===== config.mk =====
export PLATFORM = sky130hd
export DESIGN_NAME = clk_ratio_ctrl
export DESIGN_NICKNAME = d
export VERILOG_FILES = /design/src/rtl/crc_pkg.sv /design/src/rtl/crc_ratio_regs.sv /design/src/rtl/crc_lp_fsm.sv /design/src/rtl/crc_strobe_gen.sv /design/src/rtl/clk_ratio_ctrl.sv
export SDC_FILE = /design/constraint.sdc
export NUM_CORES = 1
export LEC_CHECK = 0
export BUFFER_PORTS_ARGS = -buffer_cell sky130_fd_sc_hd__buf_2
export CAP_MARGIN = 20
export CORE_UTILIZATION = 35
export CTS_CLUSTER_DIAMETER = 200
export DETAILED_ROUTE_END_ITERATION = 8
export SLEW_MARGIN = 20
export SYNTH_ARGS = -nofsm -noshare
export SYNTH_HDL_FRONTEND = slang
export SYNTH_SLANG_ARGS = --single-unit
export TNS_END_PERCENT = 100

===== constraint.sdc =====
create_clock -name clk -period 2.8 [get_ports clk]
set_input_delay 0.14 -clock clk [delete_from_list [all_inputs] [get_ports clk]]
set_output_delay 0.14 -clock clk [all_outputs]
set_load 0.005 [all_outputs]

===== src/rtl/crc_pkg.sv =====
`timescale 1ns/1ps
// Package: shared types for the clock ratio controller.
package crc_pkg;
    // Low-power state encoding, also driven on lp_state_o.
    typedef enum logic [1:0] {
        LP_RUN   = 2'd0,
        LP_SLEEP = 2'd1,
        LP_STBY  = 2'd2
    } lp_state_t;
endpackage


===== src/rtl/crc_ratio_regs.sv =====
`timescale 1ns/1ps
// Module: crc_ratio_regs
// Holds a pending and an applied ratio field for each domain. Writes land in
// the pending set. The applied set copies the pending set at the bus-cycle end.
// Assumes: synchronous active-low reset, watchdog reset has top priority.
module crc_ratio_regs #(
    parameter int SEL_W = 3,
    parameter int DOM   = 3
) (
    input  logic                      clk,
    input  logic                      rst_n,
    input  logic                      wdt_rst_i,
    input  logic                      wr_en_i,
    input  logic [1:0]                wr_sel_i,
    input  logic [SEL_W-1:0]          wr_data_i,
    input  logic                      bus_end_i,
    output logic [DOM-1:0][SEL_W-1:0] act_o
);
    logic [DOM-1:0][SEL_W-1:0] pend_q;
    logic [DOM-1:0][SEL_W-1:0] act_q;

    for (genvar d = 0; d < DOM; d++) begin : g_dom
        // Pending field d: captures a write addressed to it.
        always_ff @(posedge clk) begin
            if (!rst_n || wdt_rst_i)
                pend_q[d] <= '0;
            else if (wr_en_i && (32'(wr_sel_i) == d))
                pend_q[d] <= wr_data_i;
        end

        // Applied field d: takes the pending value at the end of a bus cycle.
        always_ff @(posedge clk) begin
            if (!rst_n || wdt_rst_i)
                act_q[d] <= '0;
            else if (bus_end_i)
                act_q[d] <= pend_q[d];
        end
    end

    assign act_o = act_q;


    act_hold_chk: assert property (@(posedge clk) disable iff (!rst_n)
        (!bus_end_i && !wdt_rst_i) |=> $stable(act_q));

    wdt_clear_chk: assert property (@(posedge clk) disable iff (!rst_n)
        wdt_rst_i |=> (act_q == '0 && pend_q == '0));
endmodule


===== src/rtl/crc_lp_fsm.sv =====
`timescale 1ns/1ps
// Module: crc_lp_fsm
// Tracks run, sleep and standby. Sleep wakes on any interrupt. Standby wakes
// only on an external interrupt. Assumes a sleep request is honoured only in run.
module crc_lp_fsm
    import crc_pkg::*;
(
    input  logic      clk,
    input  logic      rst_n,
    input  logic      wdt_rst_i,
    input  logic      sleep_req_i,
    input  logic      stby_sel_i,
    input  logic      irq_i,
    input  logic      ext_irq_i,
    output lp_state_t state_o
);
    lp_state_t state_q, state_d;

    // Next-state selection for the low-power states.
    always_comb begin
        state_d = state_q;
        unique case (state_q)
            LP_RUN:   if (sleep_req_i) state_d = stby_sel_i ? LP_STBY : LP_SLEEP;
            LP_SLEEP: if (irq_i || ext_irq_i) state_d = LP_RUN;
            LP_STBY:  if (ext_irq_i) state_d = LP_RUN;
            default:  state_d = LP_RUN;
        endcase
    end

    // State register, cleared by either reset.
    always_ff @(posedge clk) begin
        if (!rst_n || wdt_rst_i) state_q <= LP_RUN;
        else                     state_q <= state_d;
    end

    assign state_o = state_q;


    stby_hold_chk: assert property (@(posedge clk) disable iff (!rst_n)
        (state_q == LP_STBY && !ext_irq_i && !wdt_rst_i) |=> state_q == LP_STBY);

    sleep_wake_chk: assert property (@(posedge clk) disable iff (!rst_n)
        (state_q == LP_SLEEP && (irq_i || ext_irq_i)) |=> state_q == LP_RUN);
endmodule


===== src/rtl/crc_strobe_gen.sv =====
`timescale 1ns/1ps
// Module: crc_strobe_gen
// One free-running counter feeds every domain. A domain pulses when the low
// bits of the counter, as many as its exponent, are all zero. Domain 0 is the
// core. The other domains are clamped to be no faster than the core.
// Assumes: fields above MAX_EXP saturate to MAX_EXP.
module crc_strobe_gen #(
    parameter int SEL_W   = 3,
    parameter int MAX_EXP = 5,
    parameter int DOM     = 3
) (
    input  logic                      clk,
    input  logic                      rst_n,
    input  logic                      wdt_rst_i,
    input  logic [DOM-1:0][SEL_W-1:0] act_i,
    input  logic                      run_core_i,
    input  logic                      run_rest_i,
    output logic [DOM-1:0]            en_o
);
    localparam int CNT_W = (MAX_EXP < 1) ? 1 : MAX_EXP;

    logic [CNT_W-1:0]           cnt_q;
    logic [DOM-1:0][SEL_W-1:0]  sat_exp;
    logic [DOM-1:0][SEL_W-1:0]  eff_exp;
    logic [DOM-1:0]             tick;

    // Shared divider counter, restarted by either reset.
    always_ff @(posedge clk) begin
        if (!rst_n || wdt_rst_i) cnt_q <= '0;
        else                     cnt_q <= cnt_q + 1'b1;
    end

    for (genvar d = 0; d < DOM; d++) begin : g_dom
        logic [CNT_W-1:0] mask;
        // Saturate reserved field values to the slowest rate.
        always_comb begin
            sat_exp[d] = (act_i[d] > SEL_W'(MAX_EXP)) ? SEL_W'(MAX_EXP) : act_i[d];
        end
        if (d == 0) begin : g_core
            // The core uses its own saturated exponent.
            always_comb eff_exp[d] = sat_exp[d];
        end else begin : g_clamp
            // Never faster than the core: take the larger exponent.
            always_comb eff_exp[d] = (sat_exp[d] < sat_exp[0]) ? sat_exp[0] : sat_exp[d];
        end
        // Pulse when the masked counter bits are all zero.
        always_comb begin
            mask    = CNT_W'((33'd1 << eff_exp[d]) - 33'd1);
            tick[d] = ((cnt_q & mask) == '0);
        end
        if (d == 0) begin : g_en_core
            assign en_o[d] = tick[d] & run_core_i;
        end else begin : g_en_rest
            assign en_o[d] = tick[d] & run_rest_i;
        end
    end


    clamp_per_chk: assert property (@(posedge clk) disable iff (!rst_n)
        tick[1] |-> tick[0]);

    clamp_ext_chk: assert property (@(posedge clk) disable iff (!rst_n)
        tick[DOM-1] |-> tick[0]);

    cnt_step_chk: assert property (@(posedge clk) disable iff (!rst_n)
        !wdt_rst_i |=> cnt_q == $past(cnt_q) + 1'b1);
endmodule


===== src/rtl/clk_ratio_ctrl.sv =====
`timescale 1ns/1ps
// Module: clk_ratio_ctrl (top)
// Generates core, peripheral and external-bus clock enables from one master
// clock. Ratio fields are written by software and applied at the bus-cycle
// end. Low-power states gate the enables.
// Assumes: all inputs are synchronous to clk, and rst_n is the pin reset.
module clk_ratio_ctrl #(
    parameter int SEL_W   = 3,
    parameter int MAX_EXP = 5
) (
    input  logic             clk,
    input  logic             rst_n,
    input  logic             wdt_rst_i,
    input  logic             wr_en_i,
    input  logic [1:0]       wr_sel_i,
    input  logic [SEL_W-1:0] wr_data_i,
    input  logic             bus_end_i,
    input  logic             sleep_req_i,
    input  logic             stby_sel_i,
    input  logic             irq_i,
    input  logic             ext_irq_i,
    output logic             en_core_o,
    output logic             en_per_o,
    output logic             en_ext_o,
    output logic             mode_multi_o,
    output logic [1:0]       lp_state_o
);
    import crc_pkg::*;
    localparam int DOM = 3;

    logic [DOM-1:0][SEL_W-1:0] act;
    lp_state_t                 lp_state;
    logic [DOM-1:0]            en;
    logic                      run_core, run_rest;

    crc_ratio_regs #(.SEL_W(SEL_W), .DOM(DOM)) u_regs (
        .clk(clk), .rst_n(rst_n), .wdt_rst_i(wdt_rst_i),
        .wr_en_i(wr_en_i), .wr_sel_i(wr_sel_i), .wr_data_i(wr_data_i),
        .bus_end_i(bus_end_i), .act_o(act)
    );

    crc_lp_fsm u_lp (
        .clk(clk), .rst_n(rst_n), .wdt_rst_i(wdt_rst_i),
        .sleep_req_i(sleep_req_i), .stby_sel_i(stby_sel_i),
        .irq_i(irq_i), .ext_irq_i(ext_irq_i), .state_o(lp_state)
    );

    // Gating: sleep stops the core only, standby stops every domain.
    always_comb begin
        run_core = (lp_state == LP_RUN);
        run_rest = (lp_state != LP_STBY);
    end

    crc_strobe_gen #(.SEL_W(SEL_W), .MAX_EXP(MAX_EXP), .DOM(DOM)) u_strobe (
        .clk(clk), .rst_n(rst_n), .wdt_rst_i(wdt_rst_i),
        .act_i(act), .run_core_i(run_core), .run_rest_i(run_rest), .en_o(en)
    );

    assign en_core_o    = en[0];
    assign en_per_o     = en[1];
    assign en_ext_o     = en[2];
    assign mode_multi_o = (act != '0);
    assign lp_state_o   = lp_state;


    stby_gate_chk: assert property (@(posedge clk) disable iff (!rst_n)
        (lp_state_o == 2'd2) |-> !(en_core_o || en_per_o || en_ext_o));

    sleep_gate_chk: assert property (@(posedge clk) disable iff (!rst_n)
        (lp_state_o == 2'd1) |-> !en_core_o);

    normal_all_en_chk: assert property (@(posedge clk) disable iff (!rst_n)
        (!mode_multi_o && lp_state_o == 2'd0) |-> (en_core_o && en_per_o && en_ext_o));
endmodule


==> summary.md <==
| Metric | Value |
|---|---|
| Post-synthesis register bit count | `25` |
| Largest area contributor in the netlist | `dfxtp_1` |
| Outcome | `finished, violations left` |
| WHS | `between 100 and 150 ps` |
| Path depth of the worst reg2reg path | `4` |
| Gr ovfl total | `0` |
| Fmax achieved | `~0.34 GHz` |
| Top-area cell type share of the netlist area | `0.3325` |
| Ant. Diodes | `0` |
| Clock network fraction of total power | `0.347` |
| Die area | `roughly 4600 sq um` |
| Nets | `about 230` |
| Clock buffer depth | `2` |
| Layout cells sized above 1 | `0.2985` |
| Placed Area | `1685 sq um` |
| Largest net degree at the start of global routing | `26` |
| Crit-path max FO | `4` |
| Clock slew seen by the registers of the worst setup and hold paths | `90 ps` |
| Pins Over Slew Limit | `0` |
| Post-route design area | `~1900 sq um` |
| First-pass GRT wire length | `5230 um` |
| Hold Crit Class | `in -> reg` |
| Critical path arrival | `approximately 2800 ps` |
| Routed len/inst | `12.92 um` |
| Fin. Hold Viols | `0` |
| Hold Crit Endpoint | `u_regs.pend_q[5]$_SDFFE_PP0P_` |
| Synth unique cells | `a little over 40` |
| Io pins | `20` |
| Via count | `between 1000 and 1500` |
| Logic pwr share | `0.089` |
| Max-Cap Viols | `0` |
| Area contributors post-synth | `dfxtp_1 33%, mux2i_1 13%, ha_1 8.3%` |
| Placed wire-length estimate | `approximately 2400 um` |
| Root Driver | `clkbuf_8` |
| Post-synth EDFFs | `0` |
| Failing checks | `setup timing` |
| I/O Buffers | `19` |
| Min Clock Period, post-route | `2935 ps` |
| Row cnt | `23` |
| Multi-input gate area | `between 1000 and 1500 sq um` |
| Critical path class | `reg -> out` |
| Ys Warns | `0` |
| Mapped Cells | `171` |
| Final Setup Violations | `2` |
| Asr flop ratio synth | `0` |
| Worst r2r src | `u_strobe.cnt_q[0]$_SDFF_PP0_` |
| Critical Path End Type | `primary output` |
| GR Util All Layers | `0.1524` |
| Required @ worst endpoint | `approximately 2700 ps` |
| Reg area | `around 510 sq um` |
| CP Launch Type | `flop` |
| Worst reg2reg endpoint | `u_strobe.cnt_q[4]$_SDFF_PP0_` |
| Pwr/cell area | `roughly 340 nW/um^2` |
| Reg2Reg Setup Slack | `approximately 1600 ps` |
| RSZ-0062 raised after global routing | `true` |
| Pint | `between 400 and 500 uW` |
| Core footprint | `around 4000 sq um` |
| Leak Pwr | `a little over 0.0008 uW` |
| Drt drc | `0` |
| Clock Sinks | `25` |
| Synth Cell Area | `1505 sq um` |
| Vias in the first global route | `1178` |
| Top cells by count, synth | `32 x nor2_1, 25 x dfxtp_1, 20 x mux2i_1` |
| Die Span X | `a little under 70 um` |
| Top FF cell, synth | `dfxtp_1` |
| GPL Wtd Cong | `approximately 0.88` |
| Mean Syn Cell Area | `a little under 9 sq um` |
| Hold Path Depth | `3` |
| Least-Margin Pin Slew | `roughly 950 ps` |
| Initial DRC Count | `33` |
| Sequential power share | `0.563` |
| Filler instances | `about 400` |
| H-tree levels | `1` |
| Mapped Nets | `just under 200` |
| Switching share of power | `0.2453` |
| Clock Skew | `3.874 ps` |
| Vias per cell | `5.135` |
| P_sw | `between 150 and 200 uW` |
| Clock latency on the worst-skew pair | `280 ps` |
| TritonCTS clock tree | `yes` |
| Initial Utilization | `0.3710` |
| VDD IR max | `0.0002542 V` |
| Initial antenna violation count | `0` |
| Worst setup margin | `-134.9 ps` |
| Final antenna-violating net count | `0` |
| Sequential-to-total area share from yosys stat | `0.3325` |
| Max_slew headroom | `0.3686` |
| Syn-to-layout area delta | `24.77%` |
| Most common cell in the netlist | `nor2_1` |
| First-pass DRT Iterations | `4` |
| Hold Crit Start | `wr_data_i[2]` |
| Chip height | `about 68 um` |
| WL final | `~3200 um` |
| Crit share post-route | `1.048` |
| CTS Buf Count | `3` |
-- stage by stage --
step	TNS, ps	util	worst slack, ps	cells	total power, uW
finish	-138.1	0.4628	-134.9	251	647.5
global placement	0	0.4154	27.85	240	427.1
floorplan	0	-	164.3	171	406.8
detailed placement	-39.72	0.4154	-39.72	240	427.3
global route	-408.4	0.4628	-264.2	251	675.1
CTS	-163.3	0.4465	-91.86	250	652.6
-- power by group through the flow --
stage	combinational, uW	sequential [uW]	clock [uW]
floorplan	35.4	371	0
global placement	54.4	373	0
detailed placement	54.7	373	0
CTS	56.1	364	232
global route	64.0	366	246
finish	57.8	365	225
-- routing by layer --
metal / vias to the layer above / wire length (um) / GRT usage / part of all wire
met4: 0 / 57 / 0.07181 / 0.018
li1: 667 / - / - / -
met3: 5 / 65 / 0.02027 / 0.020
met5: - / 0 / 0 / 0
met1: 603 / 1612 / 0.2039 / 0.50
met2: 14 / 1506 / 0.2389 / 0.46
-- state kept, by name, indices dropped and copies added (netlist names) --
| name | cells |
|---|---|
| u_regs.act_o | 9 |
| u_regs.pend_q | 9 |
| u_strobe.cnt_q | 5 |
| u_lp.state_o | 2 |
-- critical path, cell delays in order, from the launching register on --
cell	delay (ps)
dfxtp_2	330
or2b_4	290
ha_4	230
o21a_1	190
o31a_1	150
o21ai_2	190
nand4_1	150
ha_1	320
o22ai_2	60
a221o_1	300
a221oi_2	170
buf_2	150
-- cell type report --
type	instances	share of cell area
tap	50	0.03331
clock inverter	1	0.003997
multi-input combinational	132	0.5510
inverter	7	0.01399
timing repair buffer	33	0.1066
sequential	25	0.2692
clock buffer	3	0.02199
-- logic make-up after synthesis --
logic type / count (synthesis) / synth area share
adder cells (fa/ha/maj): 10 / 0.08313
multiplexers: 20 / 0.1330
flip-flops: 25 / 0.3325
AO/OA/AOI/OAI: 30 / 0.1488
AND/OR/NAND/NOR: 63 / 0.2128
buffers and inverters: 14 / 0.03741
XOR/XNOR: 9 / 0.05237
-- cell usage in the layout (no fill, tap or decap), types with 2 or more instances in the layout --
master,instances
ha_4,3
o21ai_2,2
ha_1,7
xnor2_1,5
a31oi_1,2
a221o_1,2
a21oi_2,2
o21a_1,2
buf_4,14
nor3b_1,2
dfxtp_1,21
nor2_1,32
clkbuf_8,3
a21o_2,2
mux2i_1,20
o21ai_0,3
nand3b_1,2
nand3_1,2
inv_1,7
nand2_1,4
a21oi_1,4
nand4_1,3
xor2_1,4
a221oi_2,2
nor2b_4,2
buf_2,19
nor3_1,5
dfxtp_2,4
-- how the worst max path moves through the flow --
stage               end  cells past startpoint                         start  slack (ps)
5_1_grt        en_per_o                     11  u_regs.act_o[1]$_SDFFE_PP0P_        -260
3_5_place_dp   en_per_o                     11  u_regs.act_o[2]$_SDFFE_PP0P_         -40
2_1_floorplan  en_ext_o                     12  u_regs.act_o[2]$_SDFFE_PP0P_         160
3_3_place_gp   en_per_o                     11  u_regs.act_o[2]$_SDFFE_PP0P_          30
4_1_cts        en_per_o                     11  u_regs.act_o[1]$_SDFFE_PP0P_         -90
6_report       en_per_o                     11  u_regs.act_o[1]$_SDFFE_PP0P_        -130
-- repair_timing --
item	CTS	global route
setup buffers	6	1
pin swaps	7	11
hold endpoints to repair	0	0
gates cloned	0	0
resized for setup	9	11
hold buffers	0	0
setup endpoints to repair	2	2
Note: power is estimated with default switching activity, not from simulation.
